===== src/rtl/pmx_pkg.sv =====
package pmx_pkg;

    typedef enum logic [1:0] {
        ST_IDLE  = 2'd0,
        ST_SCAN  = 2'd1,
        ST_DRAIN = 2'd2
    } scan_state_e;

    localparam logic [7:0] DIRECT_CODE = 8'h03;

    typedef struct packed {
        logic        last;
        logic        direct;
        logic [23:0] rgb;
    } pix_tag_t;

endpackage


===== src/rtl/pmx_addr_gen.sv =====
module pmx_addr_gen
    import pmx_pkg::*;
#(
    parameter int PITCH = 1024,
    parameter int MAX_H = 768,
    parameter int X_W   = $clog2(PITCH + 1),
    parameter int Y_W   = $clog2(MAX_H + 1),
    parameter int OFS_W = $clog2(PITCH * MAX_H)
) (
    input  logic             clk,
    input  logic             rst_n,
    input  logic             start_i,
    input  logic             enable_i,
    input  logic             index_only_i,
    input  logic [X_W-1:0]   width_i,
    input  logic [Y_W-1:0]   height_i,
    input  logic             flush_i,
    output logic             rd_o,
    output logic [OFS_W-1:0] ofs_o,
    output logic             last_o,
    output logic             idx_only_o,
    output logic             busy_o
);
    localparam int COL_W = $clog2(PITCH);

    scan_state_e    state_q, state_d;
    logic [X_W-1:0] w_q, x_q;
    logic [Y_W-1:0] h_q, y_q;
    logic           io_q, rd_q, last_q;
    logic [OFS_W-1:0] ofs_q;
    logic           go, fire, row_end, at_last;

    assign row_end = (x_q == w_q - X_W'(1));
    assign at_last = row_end && (y_q == h_q - Y_W'(1));

    always_ff @(posedge clk) begin
        if (!rst_n) state_q <= ST_IDLE;
        else        state_q <= state_d;
    end

    always_comb begin
        state_d = state_q;
        go      = 1'b0;
        fire    = 1'b0;
        unique case (state_q)
            ST_IDLE: begin
                go = start_i;
                if (start_i) state_d = ST_SCAN;
            end
            ST_SCAN: begin
                fire = enable_i;
                if (enable_i && at_last) state_d = ST_DRAIN;
            end
            ST_DRAIN: begin
                if (flush_i) state_d = ST_IDLE;
            end
            default: state_d = ST_IDLE;
        endcase
    end

    always_ff @(posedge clk) begin
        if (!rst_n) begin
            w_q    <= '0;
            h_q    <= '0;
            io_q   <= 1'b0;
            x_q    <= '0;
            y_q    <= '0;
            rd_q   <= 1'b0;
            last_q <= 1'b0;
            ofs_q  <= '0;
        end else begin
            rd_q   <= fire;
            last_q <= fire && at_last;
            if (go) begin
                w_q  <= width_i;
                h_q  <= height_i;
                io_q <= index_only_i;
                x_q  <= '0;
                y_q  <= '0;
            end else if (fire) begin
                ofs_q <= OFS_W'(y_q) * OFS_W'(PITCH) + OFS_W'(x_q);
                if (row_end) begin
                    x_q <= '0;
                    y_q <= y_q + Y_W'(1);
                end else begin
                    x_q <= x_q + X_W'(1);
                end
            end
        end
    end

    assign rd_o       = rd_q;
    assign ofs_o      = ofs_q;
    assign last_o     = last_q;
    assign idx_only_o = io_q;
    assign busy_o     = (state_q != ST_IDLE);

    AST_COL_IN_RANGE: assert property (@(posedge clk) disable iff (!rst_n)
        rd_q |-> (X_W'(ofs_q[COL_W-1:0]) < w_q));
    AST_START_IGNORED: assert property (@(posedge clk) disable iff (!rst_n)
        (state_q == ST_SCAN && start_i) |=> ($stable(w_q) && $stable(h_q)));
    AST_FETCH_NEEDS_ENABLE: assert property (@(posedge clk) disable iff (!rst_n)
        rd_q |-> $past(enable_i));

endmodule


===== src/rtl/pmx_delay.sv =====
module pmx_delay
    import pmx_pkg::*;
#(
    parameter int DEPTH = 2
) (
    input  logic     clk,
    input  logic     rst_n,
    input  logic     v_i,
    input  pix_tag_t tag_i,
    output logic     v_o,
    output pix_tag_t tag_o
);
    generate
        if (DEPTH == 0) begin : g_pass
            assign v_o   = v_i;
            assign tag_o = tag_i;
        end else begin : g_chain
            logic     v_q   [DEPTH];
            pix_tag_t tag_q [DEPTH];
            for (genvar s = 0; s < DEPTH; s++) begin : g_stage
                always_ff @(posedge clk) begin
                    if (!rst_n) v_q[s] <= 1'b0;
                    else        v_q[s] <= (s == 0) ? v_i : v_q[(s == 0) ? 0 : s - 1];
                    tag_q[s] <= (s == 0) ? tag_i : tag_q[(s == 0) ? 0 : s - 1];
                end
            end
            assign v_o   = v_q[DEPTH-1];
            assign tag_o = tag_q[DEPTH-1];
        end
    endgenerate
endmodule


===== src/rtl/pmx_select.sv =====
module pmx_select
    import pmx_pkg::*;
(
    input  logic        clk,
    input  logic        rst_n,
    input  logic        v_i,
    input  pix_tag_t    tag_i,
    input  logic [23:0] pal_rgb_i,
    output logic        pix_valid_o,
    output logic [23:0] pix_rgb_o,
    output logic        pix_last_o
);
    always_ff @(posedge clk) begin
        if (!rst_n) begin
            pix_valid_o <= 1'b0;
            pix_last_o  <= 1'b0;
            pix_rgb_o   <= '0;
        end else begin
            pix_valid_o <= v_i;
            pix_last_o  <= v_i && tag_i.last;
            if (v_i) pix_rgb_o <= tag_i.direct ? tag_i.rgb : pal_rgb_i;
        end
    end

    AST_LAST_WITH_VALID: assert property (@(posedge clk) disable iff (!rst_n)
        pix_last_o |-> pix_valid_o);
endmodule


===== src/rtl/plane_mux_scan.sv =====
module plane_mux_scan
    import pmx_pkg::*;
#(
    parameter int PITCH   = 1024,
    parameter int MAX_H   = 768,
    parameter int PAL_LAT = 2,
    parameter int X_W     = $clog2(PITCH + 1),
    parameter int Y_W     = $clog2(MAX_H + 1),
    parameter int OFS_W   = $clog2(PITCH * MAX_H),
    parameter int WA_W    = OFS_W + 2
) (
    input  logic             clk,
    input  logic             rst_n,
    input  logic             start_i,
    input  logic             enable_i,
    input  logic             index_only_i,
    input  logic [X_W-1:0]   width_i,
    input  logic [Y_W-1:0]   height_i,
    output logic             idx_rd_o,
    output logic [OFS_W-1:0] idx_addr_o,
    output logic             dir_rd_o,
    output logic [WA_W-1:0]  dir_addr_o,
    output logic             ctl_rd_o,
    output logic [WA_W-1:0]  ctl_addr_o,
    input  logic [7:0]       idx_data_i,
    input  logic [31:0]      dir_data_i,
    input  logic [31:0]      ctl_data_i,
    output logic             pal_req_o,
    output logic [7:0]       pal_idx_o,
    input  logic [23:0]      pal_rgb_i,
    output logic             pix_valid_o,
    output logic [23:0]      pix_rgb_o,
    output logic             done_o,
    output logic             busy_o
);
    logic             rd, last, io, flush, pix_last;
    logic [OFS_W-1:0] ofs;
    logic             mem_v_q, mem_last_q, done_q;
    pix_tag_t         mem_tag, dly_tag;
    logic             dly_v;

    pmx_addr_gen #(.PITCH(PITCH), .MAX_H(MAX_H), .X_W(X_W), .Y_W(Y_W), .OFS_W(OFS_W)) u_addr (
        .clk(clk), .rst_n(rst_n), .start_i(start_i), .enable_i(enable_i),
        .index_only_i(index_only_i), .width_i(width_i), .height_i(height_i),
        .flush_i(flush), .rd_o(rd), .ofs_o(ofs), .last_o(last),
        .idx_only_o(io), .busy_o(busy_o)
    );

    assign idx_rd_o   = rd;
    assign dir_rd_o   = rd && !io;
    assign ctl_rd_o   = rd && !io;
    assign idx_addr_o = ofs;
    assign dir_addr_o = {ofs, 2'b00};
    assign ctl_addr_o = {ofs, 2'b00};

    always_ff @(posedge clk) begin
        if (!rst_n) begin
            mem_v_q    <= 1'b0;
            mem_last_q <= 1'b0;
            done_q     <= 1'b0;
        end else begin
            mem_v_q    <= rd;
            mem_last_q <= last;
            done_q     <= flush;
        end
    end

    assign pal_req_o      = mem_v_q;
    assign pal_idx_o      = idx_data_i;
    assign mem_tag.last   = mem_last_q;
    assign mem_tag.direct = !io && (ctl_data_i[31:24] == DIRECT_CODE);
    assign mem_tag.rgb    = dir_data_i[23:0];

    pmx_delay #(.DEPTH(PAL_LAT)) u_dly (
        .clk(clk), .rst_n(rst_n), .v_i(mem_v_q), .tag_i(mem_tag),
        .v_o(dly_v), .tag_o(dly_tag)
    );

    pmx_select u_sel (
        .clk(clk), .rst_n(rst_n), .v_i(dly_v), .tag_i(dly_tag),
        .pal_rgb_i(pal_rgb_i), .pix_valid_o(pix_valid_o),
        .pix_rgb_o(pix_rgb_o), .pix_last_o(pix_last)
    );

    assign flush  = pix_valid_o && pix_last;
    assign done_o = done_q;

    AST_IDX_ONLY_NO_FETCH: assert property (@(posedge clk) disable iff (!rst_n)
        (io && busy_o) |-> (!dir_rd_o && !ctl_rd_o));
    AST_DONE_AFTER_PIXEL: assert property (@(posedge clk) disable iff (!rst_n)
        done_o |-> ($past(pix_valid_o) && !busy_o));
    AST_DONE_ONE_SHOT: assert property (@(posedge clk) disable iff (!rst_n)
        done_o |=> !done_o);
    AST_PAL_FOLLOWS_FETCH: assert property (@(posedge clk) disable iff (!rst_n)
        idx_rd_o |=> pal_req_o);
endmodule


===== config.mk =====
export PLATFORM = sky130hd
export DESIGN_NAME = plane_mux_scan
export DESIGN_NICKNAME = d
export VERILOG_FILES = /design/src/rtl/pmx_pkg.sv /design/src/rtl/pmx_addr_gen.sv /design/src/rtl/pmx_delay.sv /design/src/rtl/pmx_select.sv /design/src/rtl/plane_mux_scan.sv
export SDC_FILE = /design/constraint.sdc
export NUM_CORES = 1
export LEC_CHECK = 0
export BUFFER_PORTS_ARGS = -buffer_cell sky130_fd_sc_hd__clkbuf_2
export CAP_MARGIN = 20
export CORE_MARGIN = 10
export CORE_UTILIZATION = 50
export DETAILED_ROUTE_END_ITERATION = 16
export GPL_ROUTABILITY_DRIVEN = 0
export PLACE_DENSITY = 0.8
export SLEW_MARGIN = 20
export SYNTH_ARGS = -nofsm -noshare
export SYNTH_HDL_FRONTEND = slang
export SYNTH_SLANG_ARGS = --single-unit
export TNS_END_PERCENT = 5

===== constraint.sdc =====
create_clock -name clk -period 3 [get_ports clk]
set_input_delay 0.45 -clock clk [delete_from_list [all_inputs] [get_ports clk]]
set_output_delay 0.45 -clock clk [all_outputs]
set_load 0.02 [all_outputs]

==> reports/qor.csv <==
stage,metric,value,unit
route,remaining_drc_errors,0,
final_layout,layoutNonFillerInstCount,965,
yosys,synthDominantAreaCellType,sky130_fd_sc_hd__dfxtp_1,
final_layout,design.final.nets,911,
sta,rsz_0062_raised_after_global_routing,no,
die,die-area,17500,um^2
grt,grt_first_pass_wirelength,24.2,mm
setup_path,r2r_slack,0.37,ns
sta,finalWorstPathRequiredPeriod,2.63,ns
sta,fin_worst_hold_slack,0.126,ns
cts,clk_path_buf_depth,2,
route,detail_route.wl_per_cell,15.4,um
power_and_ir_drop,leakagePower,3.38,nW
sta,final_clock_skew,0.00903,ns
die,starting_density,51.8,%
setup_path,timing.critical_path.max_delay_family,simple AND/OR/NAND/NOR gates,
setup_path,max_stage_delay,0.50,ns
setup_path,cp-end-kind,flip-flop,
cts,htree_levels,4,
die,core,12200,um^2
final_layout,post_route_cells_drive_above_1_share,27.6,%
placed_design,post-dp-hpwl,10.9,mm
yosys,synth_top_cells_by_area,"sky130_fd_sc_hd__dfxtp_1 48%, sky130_fd_sc_hd__nand2_1 7.1%, sky130_fd_sc_hd__buf_4 6.3%",
final_layout,layout.core_utilization,61.1,%
yosys,syn_inst,673,
cts,cts_sink_count,150,
route,postRouteWirelength,14.9,mm
placed_design,io_buffer_count,172,
yosys,synth.ff_latch_count,150,
grt,initial_antenna_violation_count,0,
cts,clk_transition_reported_paths,0.06,ns
setup_path,arrival,2.98,ns
sta,setup_slack,0.368,ns
setup_path,worstSetupPathType,reg -> reg,
route,detailroute.via_count,4857,
sta,max_slew_margin,51.5,%
yosys,synth_compound_gate_area_share,15.0,%
yosys,synthesis.area_per_instance,9.36,um^2
setup_path,worst_path_max_delay_cell,sky130_fd_sc_hd__a2111oi_4,
die,die_y,132,um
setup_path,critPathBufInv,1,
yosys,synth_seq_area_share,47.7,%
sta,hold_violations,0,
grt,via_count_of_the_first_global_routing_pass,4851,
cts,tritoncts.num_buffers,17,
die,num_rows,40,
yosys,post_synth_edffs,0,
cts,cts_setup_buffers,0,
yosys,synth_xor_area_share,5.56,%
power_and_ir_drop,vdd_ir_drop_max,503,uV
sta,fin_setup_tns,0,ns
status,run_status,finished clean,
yosys,postSynth.asyncResetShare,0,%
yosys,synthesis.area,6300,um^2
cts,postCtsResizedCells,0,
sta,fmax,380,MHz
yosys,synth_top_family_by_area,simple AND/OR/NAND/NOR gates,
route,route.antenna.remaining_nets,0,
route,route.detailed.vias_per_inst,5.03,
final_layout,nFillCells,1043,
sta,min_period_over_period,87.7,%
grt,global_route.usage.total,16.8,%
cts,tritoncts,built,
hold_path,min-delay-path-class,in -> reg,
sta,slew_violations,0,
route,drt_iter0_markers,333,
yosys,multiplexer_share_of_the_synthesized_area,3.97,%
sta,setup_viol,0,
grt,global_route_overflow,0,
die,top_level_ports,225,
setup_path,crit_chain,inv_1 > ha_1 > o21ai_0 > nand3_1 > a2111oi_4 > nand4_2 > or3_1 > a21oi_1,
setup_path,required,3.35,ns
setup_path,worst_reg2reg_path_length_in_cells,8,
cts,clockRootBuffer,sky130_fd_sc_hd__clkbuf_16,
yosys,yosys.area_share.simple,17.0,%
yosys,post_synth_fa_ha_maj_area_fraction,1.19,%
yosys,yosysWarningCount,0,
final_layout,layout-area-overhead-vs-synth,18.1,%
setup_path,cp.depth,8,
yosys,fraction_of_post_synthesis_cell_area_in_the_top_cell_type_by_area,47.7,%
placed_design,dpl_worst_slack,0.370,ns
route,firstDrtPassIters,5,
cts,clk_latency,0.42,ns
die,floorplan.die.width,132,um
grt,grt_start_max_net_pins,75,
flow_run,timing.max_cap.violations,0,
power_and_ir_drop,p_per_area,594,nW/um^2
yosys,postSynth.topFlopCell,sky130_fd_sc_hd__dfxtp_1,
cts,postCtsHoldBufs,0,
yosys,synth.lib_cells_used.distinct,55,
placed_design,dp.cells,932,
sta,timing_worst_slew_pin_value,0.725,ns
hold_path,min_path_cells,1,
setup_path,cp_max_fo,11,
setup_path,critical_path.startpoint_type,flip-flop,
-- path summary, 6_finish.rpt --
path,from,endpoint
hold reg to reg,u_dly.g_chain.tag_q[0][14]$_DFF_P_,u_dly.g_chain.tag_q[0][40]$_DFF_P_
setup reg to reg,u_addr.w_q[0]$_SDFFE_PN0P_,u_addr.y_q[8]$_SDFFE_PP0P_
hold / removal,dir_data_i[4],u_dly.g_chain.tag_q[0][4]$_DFF_P_
setup / recovery,u_addr.w_q[0]$_SDFFE_PN0P_,u_addr.y_q[8]$_SDFFE_PP0P_
-- power breakdown --
part	internal, mW	switching [mW]
registers	2.06	0.0414
logic	0.158	0.205
clock network	1.08	0.874
-- cell families (layout without fill, tap and decap cells) --
kind of cell,after synthesis,count (layout)
buf+inv,104,224
xor+xnor,40,40
flops,150,150
mux,25,25
fa+ha+maj,6,6
compound gates,120,120
other cells,1,5
simple gates,227,227
-- routing by layer --
metal	vias to the layer above	track usage [%]	wire length, um
li1	2468	-	-
met1	2220	18.0	6080
met2	151	28.5	7380
met3	18	8.35	1300
met4	0	5.32	152
met5	-	0	0
-- final cells by class --
cell class	instances	area (um^2)	area share [%]
repair buffers	181	928	12.5
clock buffers	19	433	5.82
clock inverters	13	109	1.46
multi-input cells	422	2710	36.4
diodes	1	2.50	0.0337
well taps	168	210	2.83
inverters	11	41.3	0.555
flip-flops and latches	150	3000	40.4
-- cells in the mapped netlist (all sizes together) (2+ instances only) --
master,count
o31ai,2
a31oi,5
or4,3
xnor2,20
nor3,10
nor2b,2
mux2i,25
buf,55
a21boi,35
nand4,8
inv,11
nor4,3
nand3,20
or3,11
a211oi,2
and3,8
a31o,2
o311ai,3
a21oi,14
nand2b,5
or2,2
dfxtp,150
ha,6
o21ai,15
nand4b,2
and2,9
clkbuf,38
nand2,119
o211a,32
xor2,20
nor2,20
-- stage by stage --
| stage | power (mW) | instance area, um^2 |
|---|---|---|
| after floorplan | 2.41 | 6310 |
| after global placement | 2.49 | 6890 |
| after detailed placement | 2.51 | 6890 |
| after CTS | 4.47 | 7430 |
| after global routing | 4.60 | 7430 |
| final | 4.42 | 7430 |
-- worst register-to-register path, cell delays in order, from the launching register on --
cell and delay, ns:
sky130_fd_sc_hd__dfxtp_1 0.42, sky130_fd_sc_hd__inv_1 0.07, sky130_fd_sc_hd__ha_1 0.33, sky130_fd_sc_hd__o21ai_0 0.20, sky130_fd_sc_hd__nand3_1 0.15, sky130_fd_sc_hd__a2111oi_4 0.50, sky130_fd_sc_hd__nand4_2 0.32, sky130_fd_sc_hd__or3_1 0.44
sky130_fd_sc_hd__a21oi_1 0.14
-- state kept, by name, indices dropped and copies added, names as in the netlist, 2 cells and up --
register             count
u_dly.g_chain.v_q        2
u_addr.ofs_o            20
u_addr.w_q              11
u_addr.state_q           2
u_sel.pix_rgb_o         24
u_dly.g_chain.tag_q     52
u_addr.x_q              11
u_addr.h_q              10
u_addr.y_q              10
-- placed cells by master, fill, tap and decap left out, types with 3 or more instances in the layout --
cell | netlist | layout
sky130_fd_sc_hd__and2_1 | 8 | 8
sky130_fd_sc_hd__xnor2_1 | 20 | 20
sky130_fd_sc_hd__nand3_1 | 20 | 20
sky130_fd_sc_hd__dfxtp_1 | 150 | 150
sky130_fd_sc_hd__clkinvlp_4 | 0 | 3
sky130_fd_sc_hd__nor2_1 | 20 | 20
sky130_fd_sc_hd__or3_1 | 11 | 11
sky130_fd_sc_hd__clkbuf_16 | 0 | 17
sky130_fd_sc_hd__or4_1 | 3 | 3
sky130_fd_sc_hd__mux2i_1 | 25 | 25
sky130_fd_sc_hd__buf_4 | 53 | 9
sky130_fd_sc_hd__a31oi_1 | 5 | 5
sky130_fd_sc_hd__and3_1 | 7 | 7
sky130_fd_sc_hd__nand2b_1 | 5 | 5
sky130_fd_sc_hd__inv_6 | 0 | 8
sky130_fd_sc_hd__nand2_1 | 119 | 119
sky130_fd_sc_hd__clkbuf_2 | 1 | 172
sky130_fd_sc_hd__conb_1 | 1 | 4
sky130_fd_sc_hd__nand4_1 | 6 | 6
sky130_fd_sc_hd__a21oi_1 | 14 | 14
sky130_fd_sc_hd__nor4_1 | 3 | 3
sky130_fd_sc_hd__o21ai_0 | 15 | 15
sky130_fd_sc_hd__ha_1 | 6 | 6
sky130_fd_sc_hd__a21boi_0 | 35 | 35
sky130_fd_sc_hd__o211a_1 | 32 | 32
sky130_fd_sc_hd__nor3_1 | 10 | 10
sky130_fd_sc_hd__inv_1 | 11 | 11
sky130_fd_sc_hd__xor2_1 | 20 | 20
Power figures use the tool's default switching activity.
